$ cat src/rtl/dms_pkg.sv
package dms_pkg;

   localparam int CODE_W = 3;

   // pin codes, bit 2 = DM3
   localparam logic [CODE_W-1:0] C_DRIFT  = 3'b000;
   localparam logic [CODE_W-1:0] C_RESET  = 3'b001;
   localparam logic [CODE_W-1:0] C_RLOOP  = 3'b010;
   localparam logic [CODE_W-1:0] C_RANDOM = 3'b011;
   localparam logic [CODE_W-1:0] C_LLOOP  = 3'b100;
   localparam logic [CODE_W-1:0] C_SLAVE  = 3'b101;
   localparam logic [CODE_W-1:0] C_SPARE  = 3'b110;
   localparam logic [CODE_W-1:0] C_ACTIVE = 3'b111;

   localparam int LOCK_N  = 3;
   localparam int LK_DRIFT  = 0;
   localparam int LK_RANDOM = 1;
   localparam int LK_ACTIVE = 2;

   typedef struct packed {
      logic              hold;
      logic              led;
      logic [LOCK_N-1:0] lock;
      logic              slave;
      logic              lb_local;
      logic              lb_remote;
      logic              lb_serve;
      logic              txdrv;
      logic              fast;
   } mode_t;

   localparam mode_t MODE_HELD = '{hold: 1'b1, led: 1'b0, lock: '0, slave: 1'b0,
                                   lb_local: 1'b0, lb_remote: 1'b0, lb_serve: 1'b0,
                                   txdrv: 1'b0, fast: 1'b0};

endpackage

$ cat src/rtl/dms_sync.sv
module dms_sync #(
   parameter int          WIDTH   = 1,
   parameter int          STAGES  = 2,
   parameter logic [WIDTH-1:0] RST_VAL = '0
) (
   input  logic             clk,
   input  logic             rst_n,
   input  logic [WIDTH-1:0] async_i,
   output logic [WIDTH-1:0] sync_o
);

   logic [WIDTH-1:0] stage_q [STAGES];

   generate
      for (genvar s = 0; s < STAGES; s++) begin : g_stage
         if (s == 0) begin : g_first
            always_ff @(posedge clk or negedge rst_n) begin
               if (!rst_n) stage_q[s] <= RST_VAL;
               else        stage_q[s] <= async_i;
            end
         end else begin : g_next
            always_ff @(posedge clk or negedge rst_n) begin
               if (!rst_n) stage_q[s] <= RST_VAL;
               else        stage_q[s] <= stage_q[s-1];
            end
         end
      end
   endgenerate

   assign sync_o = stage_q[STAGES-1];

endmodule

$ cat src/rtl/dms_settle.sv
module dms_settle #(
   parameter int               WIDTH      = 3,
   parameter int               SETTLE_CYC = 1536,
   parameter logic [WIDTH-1:0] RST_VAL    = '0
) (
   input  logic             clk,
   input  logic             rst_n,
   input  logic [WIDTH-1:0] d_i,
   output logic [WIDTH-1:0] code_o,
   output logic             pend_o
);

   localparam int CNT_W = (SETTLE_CYC > 1) ? $clog2(SETTLE_CYC) : 1;
   localparam logic [CNT_W-1:0] LOAD = CNT_W'(SETTLE_CYC - 1);

   logic [WIDTH-1:0] prev_q;
   logic [WIDTH-1:0] code_q;
   logic [CNT_W-1:0] cnt_q;
   logic             pend_q;
   logic             moved;
   logic             expire;

   assign moved  = (d_i != prev_q);
   assign expire = pend_q && (cnt_q == '0);

   always_ff @(posedge clk or negedge rst_n) begin
      if (!rst_n) begin
         prev_q <= RST_VAL;
         code_q <= RST_VAL;
         cnt_q  <= '0;
         pend_q <= 1'b0;
      end else begin
         prev_q <= d_i;
         if (moved) begin
            // any movement starts the window again
            pend_q <= 1'b1;
            cnt_q  <= LOAD;
         end else if (expire) begin
            pend_q <= 1'b0;
            code_q <= d_i;
         end else if (pend_q) begin
            cnt_q <= cnt_q - 1'b1;
         end
      end
   end

   assign code_o = code_q;
   assign pend_o = pend_q;

endmodule

$ cat src/rtl/dms_decode.sv
module dms_decode
   import dms_pkg::*;
(
   input  logic [CODE_W-1:0] code_i,
   input  logic              por_ok_i,
   input  logic              legacy_i,
   input  logic              peer_req_i,
   input  logic              clk_ext_i,
   input  logic              locked_i,
   output mode_t             mode_o
);

   logic [LOCK_N-1:0] lock_v;
   logic              slave_v;
   logic              want_local;
   logic              want_remote;
   logic              held;

   always_comb begin
      lock_v      = '0;
      slave_v     = 1'b0;
      want_local  = 1'b0;
      want_remote = 1'b0;
      unique case (code_i)
         C_RANDOM: lock_v[LK_RANDOM] = 1'b1;
         C_ACTIVE: lock_v[LK_ACTIVE] = 1'b1;
         C_SLAVE: begin
            lock_v[LK_ACTIVE] = 1'b1;
            slave_v           = 1'b1;
         end
         C_RLOOP: begin
            lock_v[LK_ACTIVE] = 1'b1;
            want_remote       = 1'b1;
         end
         C_LLOOP: begin
            lock_v[LK_DRIFT] = 1'b1;
            want_local       = 1'b1;
         end
         C_RESET: lock_v = '0;
         C_DRIFT, C_SPARE: lock_v[LK_DRIFT] = 1'b1;
         default: lock_v[LK_DRIFT] = 1'b1;
      endcase
   end

   assign held = !por_ok_i || (code_i == C_RESET);

   always_comb begin
      if (held) begin
         mode_o = MODE_HELD;
      end else begin
         mode_o.hold      = 1'b0;
         mode_o.led       = 1'b1;
         mode_o.lock      = lock_v;
         mode_o.slave     = slave_v;
         mode_o.lb_local  = legacy_i && want_local;
         mode_o.lb_remote = legacy_i && want_remote && !want_local;
         mode_o.lb_serve  = legacy_i && peer_req_i && !want_local && !want_remote;
         mode_o.txdrv     = slave_v || !clk_ext_i;
         mode_o.fast      = lock_v[LK_ACTIVE] && !locked_i;
      end
   end

endmodule

$ cat src/rtl/dms_mode_sel.sv
module dms_mode_sel
   import dms_pkg::*;
#(
   parameter int SYNC_STAGES = 2,
   parameter int SETTLE_CYC  = 1536,
   parameter bit REG_OUT     = 1'b0
) (
   input  logic              clk,
   input  logic              rst_n,
   input  logic [2:0]        dm_pin,
   input  logic              por_pin_n,
   input  logic              legacy_mode,
   input  logic              clk_ext_sel,
   input  logic              peer_loop_req,
   input  logic              link_locked,
   output logic              in_reset,
   output logic              led_en,
   output logic [2:0]        lock_sel,
   output logic              slave_en,
   output logic              loop_local,
   output logic              loop_remote,
   output logic              loop_serve,
   output logic              txclk_drive,
   output logic              fast_cycle
);

   generate
      if (SYNC_STAGES < 2) begin : g_bad_sync
         $error("dms_mode_sel: SYNC_STAGES must be at least 2");
      end
      if (SETTLE_CYC < 2) begin : g_bad_settle
         $error("dms_mode_sel: SETTLE_CYC must be at least 2");
      end
   endgenerate

   logic [CODE_W-1:0] pins_s;
   logic              por_ok;
   logic [CODE_W-1:0] acc_code;
   logic              settle_pend;
   mode_t             mode_d;
   mode_t             mode_q;

   dms_sync #(.WIDTH(CODE_W), .STAGES(SYNC_STAGES), .RST_VAL(C_RESET)) u_pin_sync (
      .clk     (clk),
      .rst_n   (rst_n),
      .async_i (dm_pin),
      .sync_o  (pins_s)
   );

   dms_sync #(.WIDTH(1), .STAGES(SYNC_STAGES), .RST_VAL(1'b0)) u_por_sync (
      .clk     (clk),
      .rst_n   (rst_n),
      .async_i (por_pin_n),
      .sync_o  (por_ok)
   );

   dms_settle #(.WIDTH(CODE_W), .SETTLE_CYC(SETTLE_CYC), .RST_VAL(C_RESET)) u_settle (
      .clk    (clk),
      .rst_n  (rst_n),
      .d_i    (pins_s),
      .code_o (acc_code),
      .pend_o (settle_pend)
   );

   dms_decode u_decode (
      .code_i     (acc_code),
      .por_ok_i   (por_ok),
      .legacy_i   (legacy_mode),
      .peer_req_i (peer_loop_req),
      .clk_ext_i  (clk_ext_sel),
      .locked_i   (link_locked),
      .mode_o     (mode_d)
   );

   generate
      if (REG_OUT) begin : g_reg_out
         always_ff @(posedge clk or negedge rst_n) begin
            if (!rst_n) mode_q <= MODE_HELD;
            else        mode_q <= mode_d;
         end
      end else begin : g_comb_out
         assign mode_q = mode_d;
      end
   endgenerate

   assign in_reset    = mode_q.hold;
   assign led_en      = mode_q.led;
   assign lock_sel    = mode_q.lock;
   assign slave_en    = mode_q.slave;
   assign loop_local  = mode_q.lb_local;
   assign loop_remote = mode_q.lb_remote;
   assign loop_serve  = mode_q.lb_serve;
   assign txclk_drive = mode_q.txdrv;
   assign fast_cycle  = mode_q.fast;

endmodule

$ cat config.mk
export PLATFORM = sky130hd
export DESIGN_NAME = dms_mode_sel
export DESIGN_NICKNAME = d
export VERILOG_FILES = /design/src/rtl/dms_pkg.sv /design/src/rtl/dms_sync.sv /design/src/rtl/dms_settle.sv /design/src/rtl/dms_decode.sv /design/src/rtl/dms_mode_sel.sv
export SDC_FILE = /design/constraint.sdc
export NUM_CORES = 1
export LEC_CHECK = 0
export BUFFER_PORTS_ARGS = -buffer_cell sky130_fd_sc_hd__buf_2
export CAP_MARGIN = 25
export CORE_UTILIZATION = 54
export CTS_CLUSTER_DIAMETER = 50
export CTS_CLUSTER_SIZE = 30
export DETAILED_ROUTE_END_ITERATION = 8
export PLACE_DENSITY = 0.77
export SYNTH_ARGS = -nofsm -noshare
export SYNTH_HDL_FRONTEND = slang
export SYNTH_SLANG_ARGS = --single-unit
$ cat constraint.sdc
create_clock -name clk -period 2.2 [get_ports clk]
set_input_delay 0.22 -clock clk [delete_from_list [all_inputs] [get_ports clk]]
set_output_delay 0.22 -clock clk [all_outputs]
set_load 0.01 [all_outputs]
==> flow_summary.json <==
{
  "status": "completed",
  "worstHoldPathType": "flip-flop to flip-flop",
  "gr-total-overflow": 0,
  "setup_viol": 0,
  "post-cts-setup-buffers": 0,
  "avgSynthCellArea_um2": 11.3,
  "yosys.area_share.simple": 0.239,
  "rsz0062_at_grt": "no",
  "p_comb_frac": 0.063,
  "die_area_um2": 2450,
  "placementRows": 16,
  "cts_max_level": 1,
  "setup_tns_ns": 0,
  "synth_area_leaders": "dfrtp_1, dfstp_2, o31ai_1, xnor2_1, mux2_2",
  "port_buffers": 20,
  "critPathMaxStageDelay_ns": 0.54,
  "num-fill-cells": 152,
  "cp.arrival_ns": 2.25,
  "fin_skew_ns": 0.00479,
  "cts_resized": 0,
  "reg2reg_slack_ns": 0.20,
  "pwr-share-seq": 0.566,
  "area_delta_synth_final_pct": 19.3,
  "switching_power_uw": 181,
  "crit_path_end_kind": "flip-flop",
  "first_pass_iters": 4,
  "nets": 148,
  "fin_crit_ns": 2.00,
  "r2r-end": "u_settle.cnt_q[1]$_DFFE_PN0P_",
  "worstSetupPathType": "flip-flop to flip-flop",
  "yosys.area.top_type": "dfrtp_1",
  "crit_path_max_fanout": 6,
  "die_w_um": 49.5,
  "hold_viol": 0,
  "cts_buffers": 3,
  "p_total_uw": 883,
  "viasPerCell": 5.82,
  "synth_common_cells": "dfrtp_1, nand2_1, nand3_1, o31ai_1",
  "p_leak_nw": 0.626,
  "yosysSeqAreaShare": 0.539,
  "synth_cell_types": 38,
  "synth_xor_area_frac": 0.0360,
  "tightestPinTransition_ns": 0.559,
  "async_reset_ff_frac": 1.00,
  "core_um2": 2040,
  "synthFlopType": "dfrtp_1",
  "hold_start": "u_pin_sync.stage_q[3]$_DFF_PN1_",
  "track_usage": 0.208,
  "synth_top_family_by_area": "simple AND/OR/NAND/NOR gates",
  "synthesis.nets": 119,
  "wl_mm": 2.27,
  "crit_path_cell_trace": "inv_1 > ha_1 > or4b_1 > o41ai_4 > nor3_1 > a31oi_1",
  "cts_tree": "yes",
  "netlist_instances": 108,
  "synth_mux_area_frac": 0.0360,
  "syn_area_um2": 1220,
  "layout-drive-gt1-share": 0.287,
  "antenna_found_initial": 0,
  "synth_warnings": 0,
  "maxSlewHeadroom": 0.627,
  "reg2reg_depth": 6,
  "p_clk_frac": 0.371,
  "p_per_area_nw_per_um2": 608,
  "clk_pin_slew_ns": 0.14,
  "worstPathRequired_ns": 2.45,
  "max_freq_ghz": 0.500,
  "clock_latency_ns": 0.32,
  "ant_nets": 0,
  "fin_crit_sh": 0.910,
  "dp_hpwl_mm": 1.59,
  "whs_path_depth": 0,
  "internal_power_uw": 702,
  "synth_enable_flop_cells": 0,
  "synth_most_common_cell": "dfrtp_1",
  "slowest_stage": "or4b_1",
  "ctsHoldBuffers": 5,
  "ys_ff_latch": 26,
  "drt_iter0_drc": 23,
  "grt_pass1_wl_mm": 3.85,
  "drcViolationCount": 0,
  "vdd_drop_max_uv": 535,
  "synth_fa_ha_area_frac": 0.0103,
  "cts_root_buffer": "clkbuf_4",
  "crit_path_start": "u_settle.cnt_q[0]$_DFFE_PN0P_",
  "slew_viol_final": 0,
  "die_y_um": 49.5,
  "netlist.area_leader.share": 0.452,
  "num_vias": 948,
  "cts.sinks": 26,
  "initial_core_util": 0.596,
  "globalplace.congestion": 0.812,
  "start_kind": "flip-flop",
  "grt_max_degree": 27,
  "ioPinCount": 21,
  "grt_pass1_vias": 885,
  "synth_compound_area_frac": 0.117,
  "cp-endpoint": "u_settle.cnt_q[1]$_DFFE_PN0P_",
  "reg2reg_from": "u_settle.cnt_q[0]$_DFFE_PN0P_",
  "cts.path.max_buffers": 2,
  "diodes": 0,
  "power_switching_share": 0.205,
  "maxCapViolCount": 0,
  "drt-wirelength-per-cell_um": 14.0
}
stage by stage:
step | setup WS [ns] | instance area (um^2) | hold WS [ns] | utilization | instances
6_report | 0.198 | 1450 | 0.367 | 0.711 | 163
2_1_floorplan | 0.428 | 1220 | -0.0756 | - | 108
3_5_place_dp | 0.242 | 1350 | 0.248 | 0.661 | 154
5_1_grt | 0.0914 | 1450 | 0.375 | 0.711 | 163
4_1_cts | 0.212 | 1450 | 0.368 | 0.711 | 163
3_3_place_gp | 0.379 | 1350 | 0.229 | 0.661 | 154
sequential cells by signal, summed over array words and instances (netlist names):
register            cells
u_settle.pend_o         1
u_settle.code_o         3
u_pin_sync.sync_o       3
u_por_sync.sync_o       1
u_settle.cnt_q         11
u_pin_sync.stage_q      3
u_por_sync.stage_q      1
u_settle.prev_q         3
cell usage in the layout (no fill, tap or decap), drive strengths merged, types with 2 or more instances in the layout:
cell / count
clkbuf: 3
nor2: 4
nand3: 6
or4: 3
nand2: 7
a21oi: 4
or3: 2
o31ai: 6
buf: 21
nand2b: 3
dlygate4sd3: 5
dfrtp: 22
nor2b: 2
inv: 5
o21ai: 6
nor3b: 3
a31oi: 2
and4: 2
mux2: 3
and3: 3
xnor2: 4
dfstp: 4
nor3: 4
logic make-up after synthesis:
kind of cell	count (synthesis)
AND/OR/NAND/NOR	45
multiplexers	4
adder cells (fa/ha/maj)	1
buffers and inverters	7
AO/OA/AOI/OAI	20
XOR/XNOR	5
flip-flops	26
layout make-up:
class,instances,area (um^2),area share
sequential,26,656,0.451
multi-input combinational,75,534,0.368
timing repair buffer,26,158,0.109
tap,27,33.8,0.0233
clock inverter,1,30.0,0.0207
clock buffer,3,22.5,0.0155
inverter,5,18.8,0.0129
power groups by stage:
stage	registers [mW]	logic [mW]	clock network [mW]
after global placement	0.508	0.0466	0
after floorplan	0.507	0.0227	0
after CTS	0.500	0.0560	0.336
final	0.499	0.0555	0.328
after detailed placement	0.509	0.0492	0
after global routing	0.502	0.0616	0.350
critical path, delay by kind of cell, from the launching register on:
kind / cells / cell delay [ns]
simple gates: 2 / 0.64
compound gates: 2 / 0.50
flops: 1 / 0.41
fa+ha+maj: 1 / 0.28
buf+inv: 1 / 0.10
per-layer routing:
metal / vias to the layer above / part of all wire / track usage
met3: 2 / 0.058 / 0.0278
li1: 452 / - / -
met5: - / 0 / 0
met2: 40 / 0.49 / 0.381
met4: 0 / 0.00088 / 0.0571
met1: 454 / 0.45 / 0.255
worst min path at each step:
stage | slack [ns] | to
6_report | 0.37 | u_pin_sync.sync_o[0]$_DFF_PN1_
5_1_grt | 0.37 | u_pin_sync.sync_o[0]$_DFF_PN1_
4_1_cts | 0.37 | u_pin_sync.sync_o[0]$_DFF_PN1_
3_5_place_dp | 0.25 | u_por_sync.sync_o$_DFF_PN0_
3_3_place_gp | 0.23 | u_pin_sync.stage_q[4]$_DFF_PN0_
2_1_floorplan | -0.08 | u_pin_sync.stage_q[4]$_DFF_PN0_
Power figures use the tool's default switching activity.
